**src/rtl/arb_pkg.sv**
```systemverilog
package arb_pkg;
  typedef enum logic [1:0] {
    SRC_NONE = 2'd0,
    SRC_DIN  = 2'd1,
    SRC_PROC = 2'd2
  } src_e;
endpackage

```
**src/rtl/init_timer.sv**
```systemverilog
module init_timer #(
  parameter int unsigned INIT_CYCLES = 800
) (
  input  logic clk_i,
  input  logic rst_ni,
  output logic done_o
);
  generate
    if (INIT_CYCLES == 0) begin : g_none
      assign done_o = 1'b1;
    end else begin : g_cnt
      localparam int unsigned CW = (INIT_CYCLES > 1) ? $clog2(INIT_CYCLES) : 1;
      localparam logic [CW-1:0] LAST = CW'(INIT_CYCLES - 1);
      logic [CW-1:0] cnt_q;
      logic          done_q;

      always_ff @(posedge clk_i or negedge rst_ni) begin
        if (!rst_ni) begin
          cnt_q  <= '0;
          done_q <= 1'b0;
        end else if (!done_q) begin
          if (cnt_q == LAST) done_q <= 1'b1;
          else               cnt_q  <= cnt_q + 1'b1;
        end
      end
      assign done_o = done_q;

      assert_done_sticky_R2: assert property (@(posedge clk_i) disable iff (!rst_ni)
        done_q |=> done_q);
    end
  endgenerate
endmodule

```
**src/rtl/proc_front.sv**
```systemverilog
module proc_front #(
  parameter int unsigned ADDR_W      = 8,
  parameter int unsigned DATA_W      = 16,
  parameter int unsigned SYNC_STAGES = 2
) (
  input  logic              clk_i,
  input  logic              rst_ni,
  input  logic              pcs_ni,
  input  logic              prw_i,
  input  logic [ADDR_W-1:0] paddr_i,
  input  logic [DATA_W-1:0] pdata_i,
  input  logic              gnt_i,
  output logic              pend_o,
  output logic              pend_we_o,
  output logic [ADDR_W-1:0] pend_addr_o,
  output logic [DATA_W-1:0] pend_data_o
);
  logic [SYNC_STAGES-1:0] sync_q;
  logic                   cs_s, cs_d;
  logic                   fall, rise;
  logic                   cyc_rd_q;

  generate
    if (SYNC_STAGES == 1) begin : g_s1
      always_ff @(posedge clk_i or negedge rst_ni) begin
        if (!rst_ni) sync_q <= '1;
        else         sync_q <= pcs_ni;
      end
    end else begin : g_sn
      always_ff @(posedge clk_i or negedge rst_ni) begin
        if (!rst_ni) sync_q <= '1;
        else         sync_q <= {sync_q[SYNC_STAGES-2:0], pcs_ni};
      end
    end
  endgenerate

  assign cs_s = sync_q[SYNC_STAGES-1];

  always_ff @(posedge clk_i or negedge rst_ni) begin
    if (!rst_ni) cs_d <= 1'b1;
    else         cs_d <= cs_s;
  end

  assign fall = cs_d & ~cs_s;
  assign rise = ~cs_d & cs_s;

  always_ff @(posedge clk_i or negedge rst_ni) begin
    if (!rst_ni)   cyc_rd_q <= 1'b1;
    else if (fall) cyc_rd_q <= prw_i;
  end

  always_ff @(posedge clk_i or negedge rst_ni) begin
    if (!rst_ni) begin
      pend_o      <= 1'b0;
      pend_we_o   <= 1'b0;
      pend_addr_o <= '0;
      pend_data_o <= '0;
    end else begin
      if (gnt_i) pend_o <= 1'b0;
      if (fall && prw_i) begin
        pend_o      <= 1'b1;
        pend_we_o   <= 1'b0;
        pend_addr_o <= paddr_i;
      end else if (rise && !cyc_rd_q) begin
        pend_o      <= 1'b1;
        pend_we_o   <= 1'b1;
        pend_addr_o <= paddr_i;
        pend_data_o <= pdata_i;
      end
    end
  end

  assert_pend_hold_R3: assert property (@(posedge clk_i) disable iff (!rst_ni)
    pend_o && !gnt_i |=> pend_o);
  assert_no_write_while_low_R8: assert property (@(posedge clk_i) disable iff (!rst_ni)
    !cs_s && $past(!cs_s) |-> !(pend_o && pend_we_o && !$past(pend_o)));
endmodule

```
**src/rtl/arb_core.sv**
```systemverilog
module arb_core
  import arb_pkg::*;
#(
  parameter int unsigned ADDR_W = 8,
  parameter int unsigned DATA_W = 16
) (
  input  logic              clk_i,
  input  logic              rst_ni,
  input  logic              init_done_i,
  input  logic              prio_din_i,
  input  logic              din_req_i,
  input  logic              din_we_i,
  input  logic [ADDR_W-1:0] din_addr_i,
  input  logic [DATA_W-1:0] din_wdata_i,
  input  logic              proc_pend_i,
  input  logic              proc_we_i,
  input  logic [ADDR_W-1:0] proc_addr_i,
  input  logic [DATA_W-1:0] proc_wdata_i,
  input  logic [DATA_W-1:0] tbl_rdata_i,
  output logic              din_gnt_o,
  output logic              proc_gnt_o,
  output logic              tbl_req_o,
  output logic              tbl_we_o,
  output logic [ADDR_W-1:0] tbl_addr_o,
  output logic [DATA_W-1:0] tbl_wdata_o,
  output logic              proc_rdy_o,
  output logic [DATA_W-1:0] proc_rdata_o
);
  src_e sel;

  always_comb begin
    sel = SRC_NONE;
    if (init_done_i) begin
      if (din_req_i && proc_pend_i) sel = prio_din_i ? SRC_DIN : SRC_PROC;
      else if (din_req_i)           sel = SRC_DIN;
      else if (proc_pend_i)         sel = SRC_PROC;
    end
  end

  assign din_gnt_o  = (sel == SRC_DIN);
  assign proc_gnt_o = (sel == SRC_PROC);

  always_comb begin
    tbl_req_o   = 1'b0;
    tbl_we_o    = 1'b0;
    tbl_addr_o  = '0;
    tbl_wdata_o = '0;
    case (sel)
      SRC_DIN: begin
        tbl_req_o   = 1'b1;
        tbl_we_o    = din_we_i;
        tbl_addr_o  = din_addr_i;
        tbl_wdata_o = din_wdata_i;
      end
      SRC_PROC: begin
        tbl_req_o   = 1'b1;
        tbl_we_o    = proc_we_i;
        tbl_addr_o  = proc_addr_i;
        tbl_wdata_o = proc_wdata_i;
      end
      default: ;
    endcase
  end

  always_ff @(posedge clk_i or negedge rst_ni) begin
    if (!rst_ni) begin
      proc_rdy_o   <= 1'b0;
      proc_rdata_o <= '0;
    end else begin
      proc_rdy_o <= proc_gnt_o;
      if (proc_gnt_o && !proc_we_i) proc_rdata_o <= tbl_rdata_i;
    end
  end

  assert_one_op_R5: assert property (@(posedge clk_i) disable iff (!rst_ni)
    $onehot0({din_gnt_o, proc_gnt_o}));
  assert_rdata_with_ack_R10: assert property (@(posedge clk_i) disable iff (!rst_ni)
    !$stable(proc_rdata_o) |-> proc_rdy_o);
  assert_loser_waits_R6: assert property (@(posedge clk_i) disable iff (!rst_ni)
    proc_pend_i && din_gnt_o |=> proc_pend_i);
endmodule

```
**src/rtl/dual_port_arbiter.sv**
```systemverilog
module dual_port_arbiter #(
  parameter int unsigned ADDR_W      = 8,
  parameter int unsigned DATA_W      = 16,
  parameter int unsigned INIT_CYCLES = 800,
  parameter int unsigned SYNC_STAGES = 2
) (
  input  logic              clk_i,
  input  logic              rst_ni,
  input  logic              prio_din_i,
  input  logic              din_req_i,
  input  logic              din_we_i,
  input  logic [ADDR_W-1:0] din_addr_i,
  input  logic [DATA_W-1:0] din_wdata_i,
  output logic              din_rdy_o,
  input  logic              pcs_ni,
  input  logic              prw_i,
  input  logic [ADDR_W-1:0] paddr_i,
  input  logic [DATA_W-1:0] pdata_i,
  output logic [DATA_W-1:0] proc_rdata_o,
  output logic              proc_rdy_o,
  output logic              tbl_req_o,
  output logic              tbl_we_o,
  output logic [ADDR_W-1:0] tbl_addr_o,
  output logic [DATA_W-1:0] tbl_wdata_o,
  input  logic [DATA_W-1:0] tbl_rdata_i
);
  logic              init_done;
  logic              proc_gnt;
  logic              pend;
  logic              pend_we;
  logic [ADDR_W-1:0] pend_addr;
  logic [DATA_W-1:0] pend_data;

  init_timer #(.INIT_CYCLES(INIT_CYCLES)) u_init (
    .clk_i  (clk_i),
    .rst_ni (rst_ni),
    .done_o (init_done)
  );

  proc_front #(
    .ADDR_W(ADDR_W), .DATA_W(DATA_W), .SYNC_STAGES(SYNC_STAGES)
  ) u_front (
    .clk_i       (clk_i),
    .rst_ni      (rst_ni),
    .pcs_ni      (pcs_ni),
    .prw_i       (prw_i),
    .paddr_i     (paddr_i),
    .pdata_i     (pdata_i),
    .gnt_i       (proc_gnt),
    .pend_o      (pend),
    .pend_we_o   (pend_we),
    .pend_addr_o (pend_addr),
    .pend_data_o (pend_data)
  );

  arb_core #(.ADDR_W(ADDR_W), .DATA_W(DATA_W)) u_core (
    .clk_i        (clk_i),
    .rst_ni       (rst_ni),
    .init_done_i  (init_done),
    .prio_din_i   (prio_din_i),
    .din_req_i    (din_req_i),
    .din_we_i     (din_we_i),
    .din_addr_i   (din_addr_i),
    .din_wdata_i  (din_wdata_i),
    .proc_pend_i  (pend),
    .proc_we_i    (pend_we),
    .proc_addr_i  (pend_addr),
    .proc_wdata_i (pend_data),
    .tbl_rdata_i  (tbl_rdata_i),
    .din_gnt_o    (din_rdy_o),
    .proc_gnt_o   (proc_gnt),
    .tbl_req_o    (tbl_req_o),
    .tbl_we_o     (tbl_we_o),
    .tbl_addr_o   (tbl_addr_o),
    .tbl_wdata_o  (tbl_wdata_o),
    .proc_rdy_o   (proc_rdy_o),
    .proc_rdata_o (proc_rdata_o)
  );

  assert_init_block_R2: assert property (@(posedge clk_i) disable iff (!rst_ni)
    !init_done |-> !tbl_req_o && !din_rdy_o && !proc_rdy_o);
  assert_tie_prio_R5: assert property (@(posedge clk_i) disable iff (!rst_ni)
    proc_rdy_o |-> !$past(prio_din_i && din_req_i));
  assert_din_fields_R4: assert property (@(posedge clk_i) disable iff (!rst_ni)
    din_rdy_o |-> tbl_req_o && tbl_we_o == din_we_i && tbl_addr_o == din_addr_i);
endmodule

```
**config.mk**
```make
export PLATFORM = sky130hd
export DESIGN_NAME = dual_port_arbiter
export DESIGN_NICKNAME = d
export VERILOG_FILES = /design/src/rtl/arb_pkg.sv /design/src/rtl/init_timer.sv /design/src/rtl/proc_front.sv /design/src/rtl/arb_core.sv /design/src/rtl/dual_port_arbiter.sv
export SDC_FILE = /design/constraint.sdc
export NUM_CORES = 1
export LEC_CHECK = 0
export ABC_AREA = 1
export BUFFER_PORTS_ARGS = -buffer_cell sky130_fd_sc_hd__buf_2
export CORE_MARGIN = 2
export CORE_UTILIZATION = 43
export CTS_CLUSTER_DIAMETER = 60
export DETAILED_ROUTE_END_ITERATION = 7
export GPL_TIMING_DRIVEN = 0
export PLACE_DENSITY = 0.83
export SETUP_SLACK_MARGIN = 0.15
export SKIP_LAST_GASP = 1
export SLEW_MARGIN = 20
export SYNTH_ARGS = -nofsm -noshare
export SYNTH_HDL_FRONTEND = slang
export SYNTH_SLANG_ARGS = --single-unit
```
**constraint.sdc**
```tcl
create_clock -name clk_i -period 1.5 [get_ports clk_i]
set_input_delay 0.15 -clock clk_i [delete_from_list [all_inputs] [get_ports clk_i]]
set_output_delay 0.15 -clock clk_i [all_outputs]
set_load 0.03 [all_outputs]
```
# ---- Word level (Yosys, flattened, before mapping)
# Index checks and enable logic that the tools add are counted.
dict set report word_totals {
  ff_bits 58
  input_bits 71
  out_inout_bits 44
  word_cells 51
}
dict set report op_classes {
  addsub 1
  eq_ne 3
  mux 18
  bitwise_logic 7
  reduce_logical 11
}
# operator count
set op_table {}
lappend op_table {{16-bit one-hot mux with 2 select lines} 1}
lappend op_table {{8-bit two-way mux} 2}
lappend op_table {{8-bit one-hot mux with 2 select lines} 1}
lappend op_table {{10-bit by 1-bit adder with 10-bit output (second input constant)} 1}
lappend op_table {{10-bit equality test (second input constant)} 1}
lappend op_table {{2-bit two-way mux} 5}
lappend op_table {{1-bit two-way mux} 8}
lappend op_table {{1-bit inverter} 5}
lappend op_table {{1-bit logical AND} 4}
lappend op_table {{2-bit AND reduction} 2}
lappend op_table {{3-bit nonzero test} 1}
lappend op_table {{1-bit bitwise AND} 2}
lappend op_table {{2-bit by 1-bit equality test with 1-bit output (second input constant)} 1}
lappend op_table {{2-bit equality test (second input constant)} 1}
lappend op_table {{1-bit zero test} 2}
lappend op_table {{1-bit one-hot mux with 2 select lines} 1}
lappend op_table {{2-bit nonzero test} 1}
lappend op_table {{2-bit OR reduction} 1}

# ---- Depth between registers and ports, before layout
# Gate-level depths: netlist (run 1).
dict set report depth {
  word_depth 8
  mapped_depth 8
  ltp_nobuf 8
}

# ---- By module
# A second synthesis (run 1) with hierarchy kept.
dict set report hier_totals {
  cells_unflattened 378
  area_unflattened_um2 3027.9
}
# mod n_inst cells_per_inst area_each_um2 seq_area_each_um2
set modules_own_cells {}
lappend modules_own_cells {proc_front 1 119 1247.4 755.7}
lappend modules_own_cells {arb_core 1 165 1132.3 425.4}
lappend modules_own_cells {init_timer 1 94 648.1 275.3}

# ---- Worst setup path after synthesis (run 1)
# No wires, ideal clock.
dict set report synth_path {
  kind {reg-to-output}
  from {register u_front.pend_o}
  to {output tbl_addr_o[0]}
  t_arrival_ns 1.952
  t_required_ns 1.350
  setup_slack_ns -0.602
  path_stages_with_launch 9
  path_buffers 2
  cell_sequence {dfrtp_1 inv_1 o211ai_1 inv_1 ha_1 clkbuf_1 buf_2 nand2_1 a21oi_1}
}
dict set report synth_between {
  elab_chain_cells 6
  word_cells_on_any_way 8
  classes_between {2 x eq/ne; 5 x mux; 1 x reduce/logical}
}
# item line_no
set synth_lines {}
lappend synth_lines {{from (decl)} proc_front.sv:13} ;# output logic pend_o,
lappend synth_lines {{from (signal assigned)} proc_front.sv:54} ;# pend_o <= 1'b0;
lappend synth_lines {{from (signal assigned)} proc_front.sv:59} ;# if (gnt_i) pend_o <= 1'b0;
lappend synth_lines {{from (signal assigned)} proc_front.sv:61} ;# pend_o <= 1'b1;
lappend synth_lines {{2-bit two-way mux} arb_core.sv:36} ;# else if (proc_pend_i) sel = SRC_PROC;
lappend synth_lines {{2-bit two-way mux} arb_core.sv:35} ;# else if (din_req_i) sel = SRC_DIN;
lappend synth_lines {{2-bit two-way mux (*)} arb_core.sv:34} ;# if (din_req_i && proc_pend_i) sel = prio_din_i ? SRC_DIN : SRC_PROC;
lappend synth_lines {{2-bit two-way mux (*)} arb_core.sv:33} ;# if (init_done_i) begin
lappend synth_lines {{2-bit by 1-bit equality test with 1-bit output (*)} --}
lappend synth_lines {{named net din_rdy_o} dual_port_arbiter.sv:14} ;# output logic din_rdy_o,
lappend synth_lines {{8-bit one-hot mux with 2 select lines (*)} arb_core.sv:48} ;# case (sel)
lappend synth_lines {{to (decl)} dual_port_arbiter.sv:23} ;# output logic [ADDR_W-1:0] tbl_addr_o,
# The timed path passes the listed nets; every way through them passes the cells marked *.

# ---- Final worst setup path (run 1)
dict set report layout_path {
  from {register u_front.pend_o}
  to {output tbl_wdata_o[12]}
}
dict set report layout_between {
  elab_chain_cells 6
  word_cells_on_any_way 8
  classes_between {2 x eq/ne; 5 x mux; 1 x reduce/logical}
}
# item line_no
set layout_lines {}
lappend layout_lines {{2-bit two-way mux} arb_core.sv:36}
lappend layout_lines {{2-bit two-way mux} arb_core.sv:35}
lappend layout_lines {{2-bit two-way mux (*)} arb_core.sv:34}
lappend layout_lines {{2-bit two-way mux (*)} arb_core.sv:33}
lappend layout_lines {{2-bit equality test / 2-bit by 1-bit equality test with 1-bit output (equally long branches)} arb_core.sv:48}
lappend layout_lines {{16-bit one-hot mux with 2 select lines (*)} arb_core.sv:48}
lappend layout_lines {{to (decl)} dual_port_arbiter.sv:24} ;# output logic [DATA_W-1:0] tbl_wdata_o,
# Every way passes the cells marked *; elsewhere a longest branch is shown, timed or not.

==> summary.md, run 1 <==
| Metric | Value |
|---|---|
| IO Port Bufs | `114` |
| Area of the core | `6314 um^2` |
| Syn avg cell area | `9.392 um^2` |
| Leak Pwr | `2.315 nW` |
| Area growth from synthesis to layout | `71.92%` |
| Number of global-route vias before repair | `2784` |
| CTS tree | `done` |
| Vias per cell | `5.046` |
| Met1 usage | `26.46%` |
| Nature of the critical path endpoint | `output port` |
| Congestion Overflow GR | `0` |
| Startpoint type of the worst setup path | `flop` |
| # clock sinks | `58` |
| Seq cells post-synth | `58` |
| Failing checks | `setup timing` |
| DR WL/cell | `15.20 um` |
| Final WS setup | `-0.6638 ns` |
| Root Buffer | `clkbuf_8` |
| Crit path from | `u_front.pend_o` |
| GR Util All Layers | `22.75%` |
| Die height | `84.41 um` |
| CTS max path bufs | `2` |
| Worst skew pair latency | `0.34 ns` |
| Clock skew | `0.007629 ns` |
| RSZ-0062 raised after global routing | `yes` |
| Die area | `7125 um^2` |
| M2 GR Usage | `41.34%` |
| Worst slack at placement | `-0.4794 ns` |
| GRT met3 Usage | `4.523%` |
| Largest family of logic cells by synthesized area | `simple AND/OR/NAND/NOR gates` |
| Final Wtd Congestion | `0.7933` |
| XOR/XNOR share of the synthesized area | `1.575%` |
| Dpl cells | `487` |
| Peak Freq | `462.1 MHz` |
| Fraction of the mapped netlist area in simple logic gates | `21.11%` |
| Synth Area in Adders | `1.800%` |
| Status | `finished, violations left` |
| H-Tree Depth | `3` |
| Layout Cells excl Fill | `542` |
| Final Hold Fails | `0` |
| Synthesized area | `2780 um^2` |
| DP Wirelength | `4894 um` |
| P per Cell Area | `734.6 nW/um^2` |
| Post-synthesis cell type count | `26` |
| Hold_sp | `paddr_i[2]` |
| Final WL | `8239 um` |
| Crit Path Class | `flop to output port` |
| Minimum clock period | `2.164 ns` |
| Syn Inst Count | `296` |
| Initial antenna violation count | `0` |
| First-pass GRT wire length | `12900 um` |
| WP data arrival | `2.01 ns` |
| Slew Viols, Final | `0` |
| Setup Viol. Count Final | `44` |
| Synth Area in Compound Gates | `5.806%` |
| Final ANT Viol Nets | `0` |
| Vias | `2735` |
| Drt initial violations | `111` |
| WP data required | `1.35 ns` |
| DRC viols | `0` |
| I/O pin count | `115` |
| Reg2reg start | `u_front.pend_o` |
| Busiest grt layer | `met2` |
| Sequential-to-total area share from yosys stat | `52.39%` |
| Worst Hold Class | `primary input to flop` |
| Largest net degree at the start of global routing | `59` |
| Synth warn | `0` |
| Initial DRT Pass Iterations | `4` |
| Row count | `29` |
| VDD IR-drop max | `0.7407 mV` |
| Die Span X | `84.41 um` |
| Initial Util | `44.03%` |
| Layout Nets | `535` |
| Crit share post-route | `144.3%` |
| Slew HR | `51.89%` |
| Worst-path clk slew | `0.07 ns` |
| Multiplexer share of the synthesized area | `12.96%` |
| Antenna diodes | `0` |
| CTS Buf Count | `9` |
| CP max FO | `6` |
| Fraction of final layout cells sized beyond drive strength 1 | `56.56%` |
| Slew @ Worst Pin | `0.7217 ns` |
| Mapped Nets | `371` |
| # Max-Cap Violations | `0` |
[where the power goes]
| group | total, mW | switching (mW) | internal, mW |
|---|---|---|---|
| sequential | 1.82 | 0.0858 | 1.73 |
| combinational | 0.381 | 0.165 | 0.215 |
| clock | 1.31 | 0.584 | 0.730 |
| total | 3.51 | 0.836 | 2.68 |
[worst paths after layout]
check | to | slack (ns) | cells after the start
min in group asynchronous | u_core.proc_rdata_o[10] | 0.43 | 2
setup reg to reg | u_front.pend_o | -0.66 | 15
hold reg to reg | u_front.sync_q[1] | 0.35 | 0
setup / recovery | tbl_wdata_o[12] | -0.66 | 9
max in group asynchronous | u_init.done_o | 0.57 | 2
hold / removal | u_front.pend_addr_o[2] | 0.005 | 3
[metrics by stage]
| stage | setup TNS, ns | total power [mW] | util (%) | hold WS, ns | area [um^2] |
|---|---|---|---|---|---|
| floorplan | -3.345 | 1.989 | - | -0.1456 | 3120 |
| global placement | -11.54 | 2.137 | 59.99 | 0.2558 | 3787 |
| detailed placement | -13.18 | 2.162 | 60.03 | 0.2546 | 3790 |
| CTS | -17.29 | 3.506 | 73.52 | 0.00006420 | 4642 |
| global route | -22.63 | 3.678 | 75.70 | 0.01504 | 4780 |
| finish | -19.35 | 3.511 | 75.70 | 0.005062 | 4780 |
[what timing repair did]
item,in CTS,in global routing
gates resized for setup,99,25
hold buffers,3,0
hold endpoints to repair,56,0
cloned,6,1
setup buffers,24,5
pin swaps,6,6
setup endpoints to repair,72,64
[critical path, cell delays in order (launching register included)]
cell,delay [ns]
dfrtp_1,0.41
inv_2,0.05
o211ai_1,0.20
buf_4,0.17
ha_4,0.20
clkbuf_16,0.16
buf_8,0.14
buf_6,0.11
a21oi_4,0.10
buf_6,0.14
[sequential cells by signal, indices dropped and copies added, names as in the netlist, 2 cells and up]
signal,count
u_core.proc_rdata_o,16
u_front.pend_addr_o,8
u_front.pend_data_o,16
u_front.sync_q,2
u_init.g_cnt.cnt_q,10
[cell usage in the layout (no fill, tap or decap), drive strengths merged]
cell | netlist | final
o21ai | 2 | 2
ha | 4 | 4
nand2 | 115 | 115
nor2 | 9 | 10
clkinv | 0 | 2
dfrtp | 54 | 54
xnor2 | 2 | 2
nand3 | 15 | 15
dlygate4sd3 | 0 | 3
mux2 | 32 | 32
nand4 | 1 | 1
clkbuf | 5 | 20
nand3b | 1 | 1
xor2 | 3 | 3
o211ai | 2 | 2
inv | 13 | 13
a21oi | 25 | 25
o21bai | 1 | 1
dfstp | 4 | 4
buf | 8 | 156
[final cells by class]
cell class / instances / area [um^2]
Buffer: 13 / 187.7
Clock buffer: 14 / 172.7
Clock inverter: 2 / 10.01
Fill cell: 401 / 1534
Inverter: 13 / 48.80
Multi-Input combinational cell: 213 / 1634
Sequential cell: 58 / 1458
Tap cell: 77 / 96.34
Timing Repair Buffer: 152 / 1172
[cell families after synthesis]
family	Yosys count
flip-flops	58
XOR/XNOR	5
adder cells (fa/ha/maj)	4
AO/OA/AOI/OAI	30
buffers and inverters	26
AND/OR/NAND/NOR	141
multiplexers	32
[per-layer routing]
layer	wire length, um	vias up
li1	-	1296
met1	3190	1318
met2	4409	98
met3	422	23
met4	216	0
met5	0	-
[synth_stat cells]
cell / count / area share (%)
inv_2: 1 / 0.13
buf_1: 1 / 0.13
buf_4: 1 / 0.27
buf_6: 2 / 0.81
buf_2: 4 / 0.72
nor2_1: 7 / 0.95
nand3_2: 2 / 0.72
nand2_1: 113 / 15
nand3b_1: 1 / 0.27
xnor2_1: 2 / 0.63
inv_1: 12 / 1.6
nor2_2: 2 / 0.45
o211ai_1: 2 / 0.54
o21bai_2: 1 / 0.41
xor2_1: 3 / 0.95
dfrtp_1: 54 / 49
o21ai_0: 2 / 0.36
mux2_2: 32 / 13
ha_1: 4 / 1.8
a21oi_1: 25 / 4.5
nand3_1: 12 / 2.2
clkbuf_1: 5 / 0.68
nand3_4: 1 / 0.63
nand2_2: 2 / 0.45
dfstp_2: 4 / 3.8
nand4_1: 1 / 0.23
Note: power is estimated with default switching activity, not from simulation.
==> inputs of run 2 (changes only) <==
==> constraint.sdc (replaced) <==
create_clock -name clk_i -period 1.8 [get_ports clk_i]
set_input_delay 0.18 -clock clk_i [delete_from_list [all_inputs] [get_ports clk_i]]
set_output_delay 0.18 -clock clk_i [all_outputs]
set_load 0.03 [all_outputs]
==> run 2 against run 1 <==
  * Non-clock buffer count down 9
  * Wire length up 0.68%
  * Sequential share of layout area is 0.78 points higher
  * Clock-buffer cell count fell by 1
  * The flow still finishes with violations (setup timing)
  * Largest cell class unchanged
  * Hold slack improved by 0.021 ns
  * Clock power shrank 22%
  * Die area did not move
  * Largest power group unchanged
  * Via count is 0.95% lower
  * Cell count is 1.8% lower
  * Highest routed layer unchanged
  * Global-route usage up 0.10 points
  * Clock skew grew 0.0040 ns
  * Setup slack better by 0.33 ns
==> summary.md, run 2 (synthesis results as in run 1) <==
| Metric | Value |
|---|---|
| Final Hold Fails | `0` |
| CTS tree | `done` |
| Vias per cell | `5.092` |
| Leading cell type in the layout, fill and taps excluded | `nand2_1` |
| Die area | `7125 um^2` |
| H-Tree Depth | `3` |
| First-pass GRT wire length | `12900 um` |
| Setup TNS | `-7.890 ns` |
| CP max stage cell | `dfrtp_1` |
| P per Cell Area | `606.2 nW/um^2` |
| Worst Hold Class | `primary input to flop` |
| Slew @ Worst Pin | `0.7216 ns` |
| Worst-path clk slew | `0.07 ns` |
| Crit Path Class | `flop to output port` |
| Area growth from synthesis to layout | `67.64%` |
| Nature of the critical path endpoint | `output port` |
| Status | `finished, violations left` |
| Crit path cell chain | `buf_4, nand3_4, inv_4, ha_4, clkbuf_16, buf_4, a21oi_2, buf_6` |
| # clock sinks | `58` |
| Most frequent cells in the layout | `nand2_1, buf_2, dfrtp_1` |
| Peak Freq | `469.4 MHz` |
| IO Port Bufs | `114` |
| Final Wtd Congestion | `0.7807` |
| # Max-Cap Violations | `0` |
| Die height | `84.41 um` |
| CTS max path bufs | `2` |
| Fraction of final layout cells sized beyond drive strength 1 | `56.92%` |
| Layout Nets | `525` |
| DR WL/cell | `15.59 um` |
| Antenna diodes | `0` |
| Minimum clock period | `2.131 ns` |
| Die Span X | `84.41 um` |
| Most Frequent Cell on Critical Path | `buf_4` |
| Drt initial violations | `163` |
| Root Buffer | `clkbuf_8` |
| Initial Util | `44.03%` |
| Filler cells | `431` |
| Final WL | `8295 um` |
| Slew Viols, Final | `0` |
| Delay of the slowest critical-path stage | `0.42 ns` |
| Vias | `2709` |
| Congestion Overflow GR | `0` |
| Total chip power | `2.825 mW` |
| Number of global-route vias before repair | `2768` |
| CTS Buf Count | `9` |
| Slew HR | `51.89%` |
| WP data required | `1.62 ns` |
| Failing checks | `setup timing` |
| I/O pin count | `115` |
| CP max FO | `5` |
| WP data arrival | `1.95 ns` |
| Layout Cells excl Fill | `532` |
| GR Util All Layers | `22.85%` |
| Crit share post-route | `118.4%` |
| DP Wirelength | `4920 um` |
| Final WS setup | `-0.3305 ns` |
| Leading registers by flop count | `u_core.proc_rdata_o x16, u_front.pend_data_o x16, u_init.g_cnt.cnt_q x10` |
| Setup Viol. Count Final | `27` |
| Initial antenna violation count | `0` |
| DRC viols | `0` |
| Reg2reg setup slack | `-0.33 ns` |
| Startpoint type of the worst setup path | `flop` |
| RSZ-0062 raised after global routing | `yes` |
| Worst skew pair latency | `0.34 ns` |
| Core Util, Final | `73.82%` |
| Leak Pwr | `2.254 nW` |
| Top delay family on crit path | `buffers and inverters` |
| Final ANT Viol Nets | `0` |
| Largest net degree at the start of global routing | `59` |
| Critical path buffer and inverter count | `5` |
| Row count | `29` |
| Area of the core | `6314 um^2` |
| VDD IR-drop max | `0.5384 mV` |
| Clock skew | `0.01162 ns` |
| Dpl cells | `487` |
| Initial DRT Pass Iterations | `4` |
run 2: cell count changes in the layout (fill, tap and decap cells not counted), moves of 5 or more:
cell      change
nand2_2      +13
nand2_1      -11
buf_4         -6
clkbuf_8      -5
run 2: layout make-up:
cell class / count / area [um^2] / area share, %
multi-input combinational: 212 / 1618 / 34.71
sequential: 58 / 1458 / 31.28
timing repair buffer: 143 / 1077 / 23.11
buffer: 13 / 193.9 / 4.161
clock buffer: 13 / 148.9 / 3.195
tap: 77 / 96.34 / 2.067
inverter: 13 / 53.80 / 1.154
clock inverter: 3 / 15.01 / 0.3221
run 2: routing by layer:
metal  vias up  share of wire [%]  GRT usage [%]
li1       1272                  -              -
met1      1297                 39          26.56
met2       112                 51          39.75
met3        28                5.7          4.818
met4         0                3.9          11.83
met5         -                  0              0
run 2: what timing repair did:
action / in CTS / in global routing
resized for setup: 84 / 46
hold endpoints to repair: 55 / 0
cloned: 4 / 1
endpoints found under the setup margin: 37 / 44
pin swaps: 3 / 2
hold buffers: 2 / 0
buffers inserted: 19 / 3
run 2: power breakdown:
| part | switching (mW) | total, mW | internal, mW |
|---|---|---|---|
| sequential | 0.0704 | 1.51 | 1.44 |
| clock | 0.492 | 1.02 | 0.531 |
| combinational | 0.136 | 0.291 | 0.155 |
| total | 0.699 | 2.83 | 2.13 |
run 2: final timing paths:
kind,endpoint,cells after the start,from
setup / recovery,tbl_wdata_o[10],8,u_front.pend_o
hold / removal,u_front.pend_addr_o[2],3,paddr_i[2]
setup reg to reg,u_front.pend_o,14,u_front.pend_o
hold reg to reg,u_front.sync_q[1],0,u_front.sync_q[0]
max in group asynchronous,u_init.done_o,2,rst_ni
min in group asynchronous,u_init.g_cnt.cnt_q[1],2,rst_ni
run 2: worst min-delay path, stage by stage:
cell	delay, ns
buf_2	0.07
nand2_1	0.04
nand2_1	0.04
run 2: per-stage QoR:
| step | instance area, um^2 | worst slack [ns] | hold slack [ns] |
|---|---|---|---|
| 2_1_floorplan | 3113 | 0.1414 | -0.1156 |
| 3_3_place_gp | 3780 | -0.1714 | 0.2857 |
| 3_5_place_dp | 3782 | -0.2136 | 0.2850 |
| 4_1_cts | 4464 | -0.3343 | 0.01410 |
| 5_1_grt | 4661 | -0.3780 | 0.02981 |
| 6_report | 4661 | -0.3305 | 0.02570 |
